`src/rtl/pll_search_pkg.sv`:
```
package pll_search_pkg;
  typedef enum logic [2:0] {
    S_IDLE  = 3'd0,
    S_PCHK  = 3'd1,
    S_MCHK  = 3'd2,
    S_NWAIT = 3'd3,
    S_FWAIT = 3'd4,
    S_DONE  = 3'd5
  } srch_state_t;
endpackage

```
`src/rtl/pll_div.sv`:
```
// Restoring divider: one quotient bit per cycle, W cycles per operation.
module pll_div #(
  parameter int W = 33
) (
  input  logic         clk,
  input  logic         rst_n,
  input  logic         go,
  input  logic [W-1:0] dividend,
  input  logic [W-1:0] divisor,
  output logic [W-1:0] quotient,
  output logic         done
);
  localparam int CW = $clog2(W + 1);

  logic [W-1:0]  rem_q, rem_d, quo_q, quo_d, dsr_q, dsr_d;
  logic [CW-1:0] cnt_q, cnt_d;
  logic          run_q, run_d, done_q, done_d, en;
  logic [W:0]    shifted, diff;

  assign shifted = {rem_q, quo_q[W-1]};
  assign diff    = shifted - {1'b0, dsr_q};
  assign en      = go | run_q | done_q;

  always_comb begin
    rem_d  = rem_q;
    quo_d  = quo_q;
    dsr_d  = dsr_q;
    cnt_d  = cnt_q;
    run_d  = run_q;
    done_d = 1'b0;
    if (go) begin
      rem_d = '0;
      quo_d = dividend;
      dsr_d = divisor;
      cnt_d = CW'(W);
      run_d = 1'b1;
    end else if (run_q) begin
      if (shifted >= {1'b0, dsr_q}) begin
        rem_d = diff[W-1:0];
        quo_d = {quo_q[W-2:0], 1'b1};
      end else begin
        rem_d = shifted[W-1:0];
        quo_d = {quo_q[W-2:0], 1'b0};
      end
      cnt_d = cnt_q - 1'b1;
      if (cnt_q == CW'(1)) begin
        run_d  = 1'b0;
        done_d = 1'b1;
      end
    end
  end

  always_ff @(posedge clk or negedge rst_n) begin
    if (!rst_n) begin
      rem_q  <= '0;
      quo_q  <= '0;
      dsr_q  <= '0;
      cnt_q  <= '0;
      run_q  <= 1'b0;
      done_q <= 1'b0;
    end else if (en) begin
      rem_q  <= rem_d;
      quo_q  <= quo_d;
      dsr_q  <= dsr_d;
      cnt_q  <= cnt_d;
      run_q  <= run_d;
      done_q <= done_d;
    end
  end

  assign quotient = quo_q;
  assign done     = done_q;

  AST_DIV_DONE_IDLE: assert property (@(posedge clk) disable iff (!rst_n)
    done_q |-> !run_q);
endmodule

```
`src/rtl/pll_window_chk.sv`:
```
// Combinational VCO range and discriminator window tests (no division).
module pll_window_chk #(
  parameter int FW  = 20,
  parameter int MCW = 5,
  parameter int PCW = 4,
  parameter int DW  = 33
) (
  input  logic [FW-1:0]  req,
  input  logic [PCW-1:0] plog,
  input  logic [FW-1:0]  vco_lo,
  input  logic [FW-1:0]  vco_hi,
  input  logic [FW-1:0]  ref_f,
  input  logic [MCW-1:0] m,
  input  logic [FW-1:0]  win_lo,
  input  logic [FW-1:0]  win_hi,
  output logic           vco_ok,
  output logic           win_ok
);
  localparam int PW = FW + MCW;

  logic [DW-1:0] vco_f;
  logic [PW-1:0] lo_m, hi_m, ref_x;

  assign vco_f  = DW'(req) << plog;
  assign vco_ok = (vco_f >= DW'(vco_lo)) && (vco_f <= DW'(vco_hi));
  assign lo_m   = PW'(win_lo) * PW'(m);
  assign hi_m   = PW'(win_hi) * PW'(m);
  assign ref_x  = PW'(ref_f);
  assign win_ok = (ref_x >= lo_m) && (ref_x <= hi_m);
endmodule

```
`src/rtl/pll_mnp_search.sv`:
```
module pll_mnp_search
  import pll_search_pkg::*;
#(
  parameter int FW  = 20,
  parameter int MW  = 4,
  parameter int PLW = 3
) (
  input  logic           clk,
  input  logic           rst_n,
  input  logic           start,
  input  logic [FW-1:0]  req_khz,
  input  logic [FW-1:0]  ref_khz,
  input  logic [FW-1:0]  vco_min_khz,
  input  logic [FW-1:0]  vco_max_khz,
  input  logic [FW-1:0]  max_out_khz,
  input  logic [FW-1:0]  disc_lo_khz,
  input  logic [FW-1:0]  disc_hi_khz,
  input  logic [MW-1:0]  m_min,
  input  logic [MW-1:0]  m_max,
  input  logic [PLW-1:0] p_log2_max,
  output logic           done,
  output logic           valid,
  output logic [MW-1:0]  m_out,
  output logic [7:0]     n_out,
  output logic [PLW-1:0] p_log2,
  output logic [FW-1:0]  f_out_khz,
  output logic [23:0]    pll_word
);
  localparam int NW  = 8;
  localparam int DW  = FW + MW + (2 ** PLW) + 1;
  localparam int MCW = MW + 1;
  localparam int PCW = PLW + 1;

  // reset: asynchronous assertion, synchronous release
  logic [1:0] rst_sync_q;
  logic       rst_n_i;
  always_ff @(posedge clk or negedge rst_n) begin
    if (!rst_n) rst_sync_q <= 2'b00;
    else        rst_sync_q <= {rst_sync_q[0], 1'b1};
  end
  assign rst_n_i = rst_sync_q[1];

  // captured request and limits
  logic [FW-1:0]  req_q, ref_q, vmin_q, vmax_q, dlo_q, dhi_q;
  logic [MW-1:0]  mmin_q, mmax_q;
  logic [PLW-1:0] plmax_q;
  logic [FW-1:0]  low_bound, req_lo, req_cl;
  logic           load;

  assign low_bound = vco_min_khz >> p_log2_max;
  assign req_lo    = (req_khz < low_bound) ? low_bound : req_khz;
  assign req_cl    = (req_lo > max_out_khz) ? max_out_khz : req_lo;

  srch_state_t   st_q, st_d;
  logic [PCW-1:0] pl_q, pl_d;
  logic [MCW-1:0] m_q, m_d;
  logic [NW-1:0]  n_q, n_d, bn_q, bn_d;
  logic [MW-1:0]  bm_q, bm_d;
  logic [PLW-1:0] bp_q, bp_d;
  logic [FW-1:0]  bf_q, bf_d;
  logic [DW-1:0]  berr_q, berr_d;
  logic           found_q, found_d, done_q, done_d;

  assign load = (st_q == S_IDLE) && start;

  always_ff @(posedge clk or negedge rst_n_i) begin
    if (!rst_n_i) begin
      req_q <= '0; ref_q <= '0; vmin_q <= '0; vmax_q <= '0;
      dlo_q <= '0; dhi_q <= '0; mmin_q <= '0; mmax_q <= '0; plmax_q <= '0;
    end else if (load) begin
      req_q   <= req_cl;
      ref_q   <= ref_khz;
      vmin_q  <= vco_min_khz;
      vmax_q  <= vco_max_khz;
      dlo_q   <= disc_lo_khz;
      dhi_q   <= disc_hi_khz;
      mmin_q  <= m_min;
      mmax_q  <= m_max;
      plmax_q <= p_log2_max;
    end
  end

  // candidate checks and shared divider
  logic          vco_ok, win_ok, div_go, div_done, n_bad;
  logic [DW-1:0] div_dvd, div_dvs, div_q, req_x, err;

  pll_window_chk #(.FW(FW), .MCW(MCW), .PCW(PCW), .DW(DW)) u_chk (
    .req(req_q), .plog(pl_q), .vco_lo(vmin_q), .vco_hi(vmax_q),
    .ref_f(ref_q), .m(m_q), .win_lo(dlo_q), .win_hi(dhi_q),
    .vco_ok(vco_ok), .win_ok(win_ok)
  );

  pll_div #(.W(DW)) u_div (
    .clk(clk), .rst_n(rst_n_i), .go(div_go), .dividend(div_dvd),
    .divisor(div_dvs), .quotient(div_q), .done(div_done)
  );

  assign req_x = DW'(req_q);
  assign n_bad = (div_q == '0) || (div_q > DW'(255));
  assign err   = (div_q > req_x) ? (div_q - req_x) : (req_x - div_q);

  always_comb begin
    st_d = st_q; pl_d = pl_q; m_d = m_q; n_d = n_q;
    bm_d = bm_q; bn_d = bn_q; bp_d = bp_q; bf_d = bf_q; berr_d = berr_q;
    found_d = found_q;
    done_d  = 1'b0;
    div_go  = 1'b0;
    // N = (2*req*P*M + ref) / (2*ref)
    div_dvd = (((req_x * DW'(m_q)) << pl_q) << 1) + DW'(ref_q);
    div_dvs = DW'(ref_q) << 1;
    case (st_q)
      S_IDLE: if (start) begin
        st_d = S_PCHK; pl_d = '0; found_d = 1'b0; berr_d = '1;
        bm_d = '0; bn_d = '0; bp_d = '0; bf_d = '0;
      end
      S_PCHK: begin
        if (pl_q > {1'b0, plmax_q}) st_d = S_DONE;
        else if (vco_ok) begin
          m_d  = MCW'(mmin_q);
          st_d = S_MCHK;
        end else pl_d = pl_q + 1'b1;
      end
      S_MCHK: begin
        if (m_q > {1'b0, mmax_q}) begin
          pl_d = pl_q + 1'b1;
          st_d = S_PCHK;
        end else if (win_ok) begin
          div_go = 1'b1;
          st_d   = S_NWAIT;
        end else m_d = m_q + 1'b1;
      end
      S_NWAIT: begin
        // achieved = ref*N / (M*P)
        div_dvd = DW'(ref_q) * DW'(div_q[NW-1:0]);
        div_dvs = DW'(m_q) << pl_q;
        if (div_done) begin
          if (n_bad) begin
            m_d  = m_q + 1'b1;
            st_d = S_MCHK;
          end else begin
            n_d    = div_q[NW-1:0];
            div_go = 1'b1;
            st_d   = S_FWAIT;
          end
        end
      end
      S_FWAIT: if (div_done) begin
        if (err < berr_q) begin
          berr_d = err; found_d = 1'b1;
          bm_d = m_q[MW-1:0]; bn_d = n_q; bp_d = pl_q[PLW-1:0];
          bf_d = div_q[FW-1:0];
        end
        m_d  = m_q + 1'b1;
        st_d = S_MCHK;
      end
      S_DONE: begin
        done_d = 1'b1;
        st_d   = S_IDLE;
      end
      default: st_d = S_IDLE;
    endcase
  end

  always_ff @(posedge clk or negedge rst_n_i) begin
    if (!rst_n_i) begin
      st_q <= S_IDLE; pl_q <= '0; m_q <= '0; n_q <= '0;
      bm_q <= '0; bn_q <= '0; bp_q <= '0; bf_q <= '0; berr_q <= '1;
      found_q <= 1'b0; done_q <= 1'b0;
    end else begin
      st_q <= st_d; pl_q <= pl_d; m_q <= m_d; n_q <= n_d;
      bm_q <= bm_d; bn_q <= bn_d; bp_q <= bp_d; bf_q <= bf_d; berr_q <= berr_d;
      found_q <= found_d; done_q <= done_d;
    end
  end

  assign done      = done_q;
  assign valid     = found_q;
  assign m_out     = bm_q;
  assign n_out     = bn_q;
  assign p_log2    = bp_q;
  assign f_out_khz = bf_q;
  assign pll_word  = {{(8 - PLW){1'b0}}, bp_q, bn_q, {(8 - MW){1'b0}}, bm_q};

  AST_DONE_PULSE: assert property (@(posedge clk) disable iff (!rst_n_i)
    done_q |=> !done_q);
  AST_M_IN_RANGE: assert property (@(posedge clk) disable iff (!rst_n_i)
    (done_q && found_q) |-> (bm_q >= mmin_q && bm_q <= mmax_q));
  AST_P_IN_RANGE: assert property (@(posedge clk) disable iff (!rst_n_i)
    (done_q && found_q) |-> (bp_q <= plmax_q));
  AST_N_NONZERO: assert property (@(posedge clk) disable iff (!rst_n_i)
    (done_q && found_q) |-> (bn_q != '0));
  AST_ERR_NEVER_GROWS: assert property (@(posedge clk) disable iff (!rst_n_i)
    (st_q != S_IDLE && $past(st_q) != S_IDLE) |-> (berr_q <= $past(berr_q)));
  AST_REQ_HELD: assert property (@(posedge clk) disable iff (!rst_n_i)
    (st_q != S_IDLE && $past(st_q) != S_IDLE) |-> $stable(req_q));
  AST_EMPTY_ZERO: assert property (@(posedge clk) disable iff (!rst_n_i)
    (done_q && !found_q) |-> (pll_word == 24'd0));
endmodule

```
`config.mk`:
```
export PLATFORM = sky130hd
export DESIGN_NAME = pll_mnp_search
export DESIGN_NICKNAME = d
export VERILOG_FILES = /design/src/rtl/pll_search_pkg.sv /design/src/rtl/pll_div.sv /design/src/rtl/pll_window_chk.sv /design/src/rtl/pll_mnp_search.sv
export SDC_FILE = /design/constraint.sdc
export NUM_CORES = 2
export LEC_CHECK = 0
export ABC_AREA = 1
export BUFFER_PORTS_ARGS = -buffer_cell sky130_fd_sc_hd__buf_2
export CORE_UTILIZATION = 40
export DETAILED_ROUTE_END_ITERATION = 10
export PLACE_DENSITY = 0.57
export SYNTH_ARGS = -nofsm -noshare
export SYNTH_HDL_FRONTEND = slang
export SYNTH_HIERARCHICAL = 1
export SYNTH_SLANG_ARGS = --single-unit
```
`constraint.sdc`:
```
create_clock -name clk -period 9.2 [get_ports clk]
set_clock_uncertainty 0.05 [all_clocks]
set_input_delay 0.92 -clock clk [delete_from_list [all_inputs] [get_ports clk]]
set_output_delay 0.92 -clock clk [all_outputs]
set_load 0.005 [all_outputs]
```
==> results.sh <==
export IMPL_grt_pass1_wl_um=230300
export IMPL_crit_slowest_cell="dfrtp_2"
export IMPL_setup_tns_ns=0
export IMPL_grt_max_degree=147
export IMPL_track_usage_pct=26.33
export IMPL_hold_class="reg2async"
export IMPL_synth_async_reset_ratio_pct=100.0
export IMPL_max_stage_delay_ns=0.75
export IMPL_start_util_pct=40.49
export IMPL_critPathKind="reg2reg"
export IMPL_start_kind="flip-flop"
export IMPL_cts_resized=0
export IMPL_crit_fanout=65
export IMPL_path_clk_slew_ns=0.07
export IMPL_dp_hpwl_um=114600
export IMPL_min_period_ns=7.795
export IMPL_met2_length_um=64060
export IMPL_dieArea_um2=110100
export IMPL_numCtsBuffers=44
export IMPL_gp_congestion=0.9708
export IMPL_syn_area_um2=43530
export IMPL_die_w_um=331.9
export IMPL_rows=120
export IMPL_cp_common_cell="nand2_1"
export IMPL_worstSetupEndpointType="flip-flop"
export IMPL_grt_overflow_total=0
export IMPL_max_freq_mhz=128.3
export IMPL_wl_per_cell_um=17.62
export IMPL_syn_inst=6699
export IMPL_drc=0
export IMPL_cts_setup_buffers=0
export IMPL_ant_nets=0
export IMPL_core_um2=107500
export IMPL_h_tree_depth=2
export IMPL_drt_pass1_iter_count=6
export IMPL_yosysSeqAreaShare_pct=19.07
export IMPL_worstPathRequired_ns=9.64
export IMPL_drt_total_wl_um=144800
export IMPL_diodes=0
export IMPL_final_net_count=7609
export IMPL_yosysTopAreaCellShare_pct=19.66
export IMPL_worst_pin_slew_ns=1.135
export IMPL_cap_viol_max_count=0
export IMPL_top_layer="met5"
export IMPL_antenna_found_initial=4
export IMPL_hold_violations=0
export IMPL_wl_met1_um=69610
export IMPL_vias_per_cell=5.085
export IMPL_synth_seq_cells=330
export IMPL_via_count=41800
export IMPL_io_pins=215
export IMPL_synth_avg_cell_area_um2=6.497
export IMPL_die_y_um=331.9
export IMPL_synth_top_area_cell="nand2_1"
export IMPL_portBuffers=205
export IMPL_synth_main_ff_cell="dfrtp_1"
export IMPL_clk_latency_ns=0.64
export IMPL_post_route_period_util_pct=84.73
export IMPL_final_layout_size_suffix_gt1_share_pct=7.174
export IMPL_synth_top_cells_by_area="nand2_1 20%, dfrtp_1 17%, fa_1 13%"
export IMPL_grt_pass1_vias=40490
export IMPL_setup_viol=0
export IMPL_drt_iter0_markers=3289
export IMPL_cts_root_buf="clkbuf_16"
export IMPL_cts_hold_buf=1
export IMPL_fill_cells=11520
export IMPL_slew_violations=0
export IMPL_ys_types=66
export IMPL_status="finished, final reports clean"
export IMPL_wl_met3_um=7697
export IMPL_relSlewSlack_pct=24.28
export IMPL_rsz0062_at_grt="no"
export IMPL_syn_to_final_growth_pct=8.681
export IMPL_clk_path_buf_depth=3
export IMPL_synth_edf_count=0
export IMPL_cts_tree="done"
export IMPL_yosysWarnings=6
export IMPL_worstPathArrival_ns=8.23
export IMPL_cts_sinks=330
stage by stage:
stage	util, %	hold slack, ns	area [um2]	cells	setup WS, ns
finish	44.00	0.1825	47300	8219	1.405
global route	44.00	0.2228	47300	8219	0.9361
CTS	44.00	0.1980	47300	8219	1.464
detailed placement	42.55	0.1966	45750	8136	1.520
global placement	42.55	0.1898	45750	8136	1.554
floorplan	-	0.2811	43600	6719	3.261
state kept, by name, summed over array words and instances, names as in the netlist, 4 cells and up:
name / cells
dlo_q: 20
n_out: 8
pl_q: 4
m_q: 5
u_div/rem_q: 33
vmax_q: 20
dhi_q: 20
u_div/quotient: 33
ref_q: 20
mmin_q: 4
req_q: 20
berr_q: 33
n_q: 8
vmin_q: 20
u_div/cnt_q: 6
u_div/dsr_q: 33
f_out_khz: 20
mmax_q: 4
m_out: 4
cells in the final DEF, fill, tap and decap left out, types with 14 or more instances in the layout:
cell type  netlist  layout
xor2_1          50      50
inv_2           19      18
ha_1           401     401
a31oi_1         19      19
a21oi_1        295     295
o21bai_1        15      15
nor2_1         360     356
buf_2           31     205
o22ai_1         43      43
o221ai_1        28      28
clkbuf_16        0      44
o21ai_0        334     333
nand2_2         31      31
nor3_1          38      38
xnor2_1         47      47
inv_1         1280    1280
nor2_2          23      23
dfrtp_1        297     289
nand3b_1        35      35
nand4_1         57      57
buf_4           29      46
fa_1           274     274
nand3_1        316     316
o21ai_1         21      21
nand2_1       2280    2280
conb_1           2      22
o211ai_1        19      19
nand3_2         14      14
dfstp_2         33      33
path summary, 6_finish.rpt:
check                                              from                           to  slack [ns]  cells past startpoint
worst max register to register       m_q[3]$_DFFE_PN0P_  u_div/dsr_q[20]$_DFFE_PN0P_        1.40                     33
worst min-delay path            rst_sync_q[1]$_DFF_PN0_  u_div/rem_q[29]$_DFFE_PN0P_        0.18                      0
min in group clk                rst_sync_q[0]$_DFF_PN0_      rst_sync_q[1]$_DFF_PN0_        0.31                      0
worst max-delay path                 m_q[3]$_DFFE_PN0P_  u_div/dsr_q[20]$_DFFE_PN0P_        1.40                     33
worst min register to register  rst_sync_q[1]$_DFF_PN0_  u_div/rem_q[29]$_DFFE_PN0P_        0.18                      0
max in group asynchronous       rst_sync_q[1]$_DFF_PN0_        dhi_q[13]$_DFFE_PN0P_        7.02                      2
cell type report:
| type | instances | area (um2) | area share, % |
|---|---|---|---|
| Clock buffer | 62 | 1289 | 2.724 |
| Clock inverter | 20 | 259.0 | 0.5475 |
| Inverter | 1307 | 4907 | 10.37 |
| Multi-Input combinational cell | 4843 | 29360 | 62.07 |
| Sequential cell | 330 | 8312 | 17.57 |
| Tap cell | 1403 | 1755 | 3.711 |
| Timing Repair Buffer | 254 | 1421 | 3.005 |
routing by layer:
metal	up-vias	global-route usage, %
li1	20830	-
met1	19690	38.00
met2	1099	42.07
met3	177	2.540
met4	4	6.580
met5	-	0
cell usage after synthesis (14+ instances only):
library cell	instances
nand2_1	2280
inv_1	1280
ha_1	401
nor2_1	360
o21ai_0	334
nand3_1	316
dfrtp_1	297
a21oi_1	295
fa_1	274
clkbuf_1	159
nand4_1	57
xor2_1	50
xnor2_1	47
o22ai_1	43
nor3_1	38
nand3b_1	35
dfstp_2	33
buf_2	31
nand2_2	31
buf_4	29
o221ai_1	28
nor2_2	23
o21ai_1	21
a31oi_1	19
inv_2	19
o211ai_1	19
buf_1	15
o21bai_1	15
nand3_2	14
cells by family after synthesis:
family                     after synthesis  synth area share [%]
buffers and inverters                 1546                 13.74
AOI/OAI and AO/OA                      839                 10.71
xor gates and xnor gates                97                 1.952
DFF                                    330                 19.07
muxes                                    2               0.04600
and+or+nand+nor                       3208                 30.34
adders and majority gates              675                 24.13
other                                    2               0.01725
critical path: cells and delay by family, from the launching register on:
| family | cells | cell delay [ns] |
|---|---|---|
| compound gates | 3 | 0.64 |
| buf+inv | 8 | 1.75 |
| flops | 1 | 0.75 |
| xor+xnor | 1 | 0.12 |
| fa+ha+maj | 5 | 2.07 |
| simple gates | 16 | 2.14 |
Power is not shown: default switching activity piles up to over one toggle a cycle in this logic, so the estimate is an artifact.
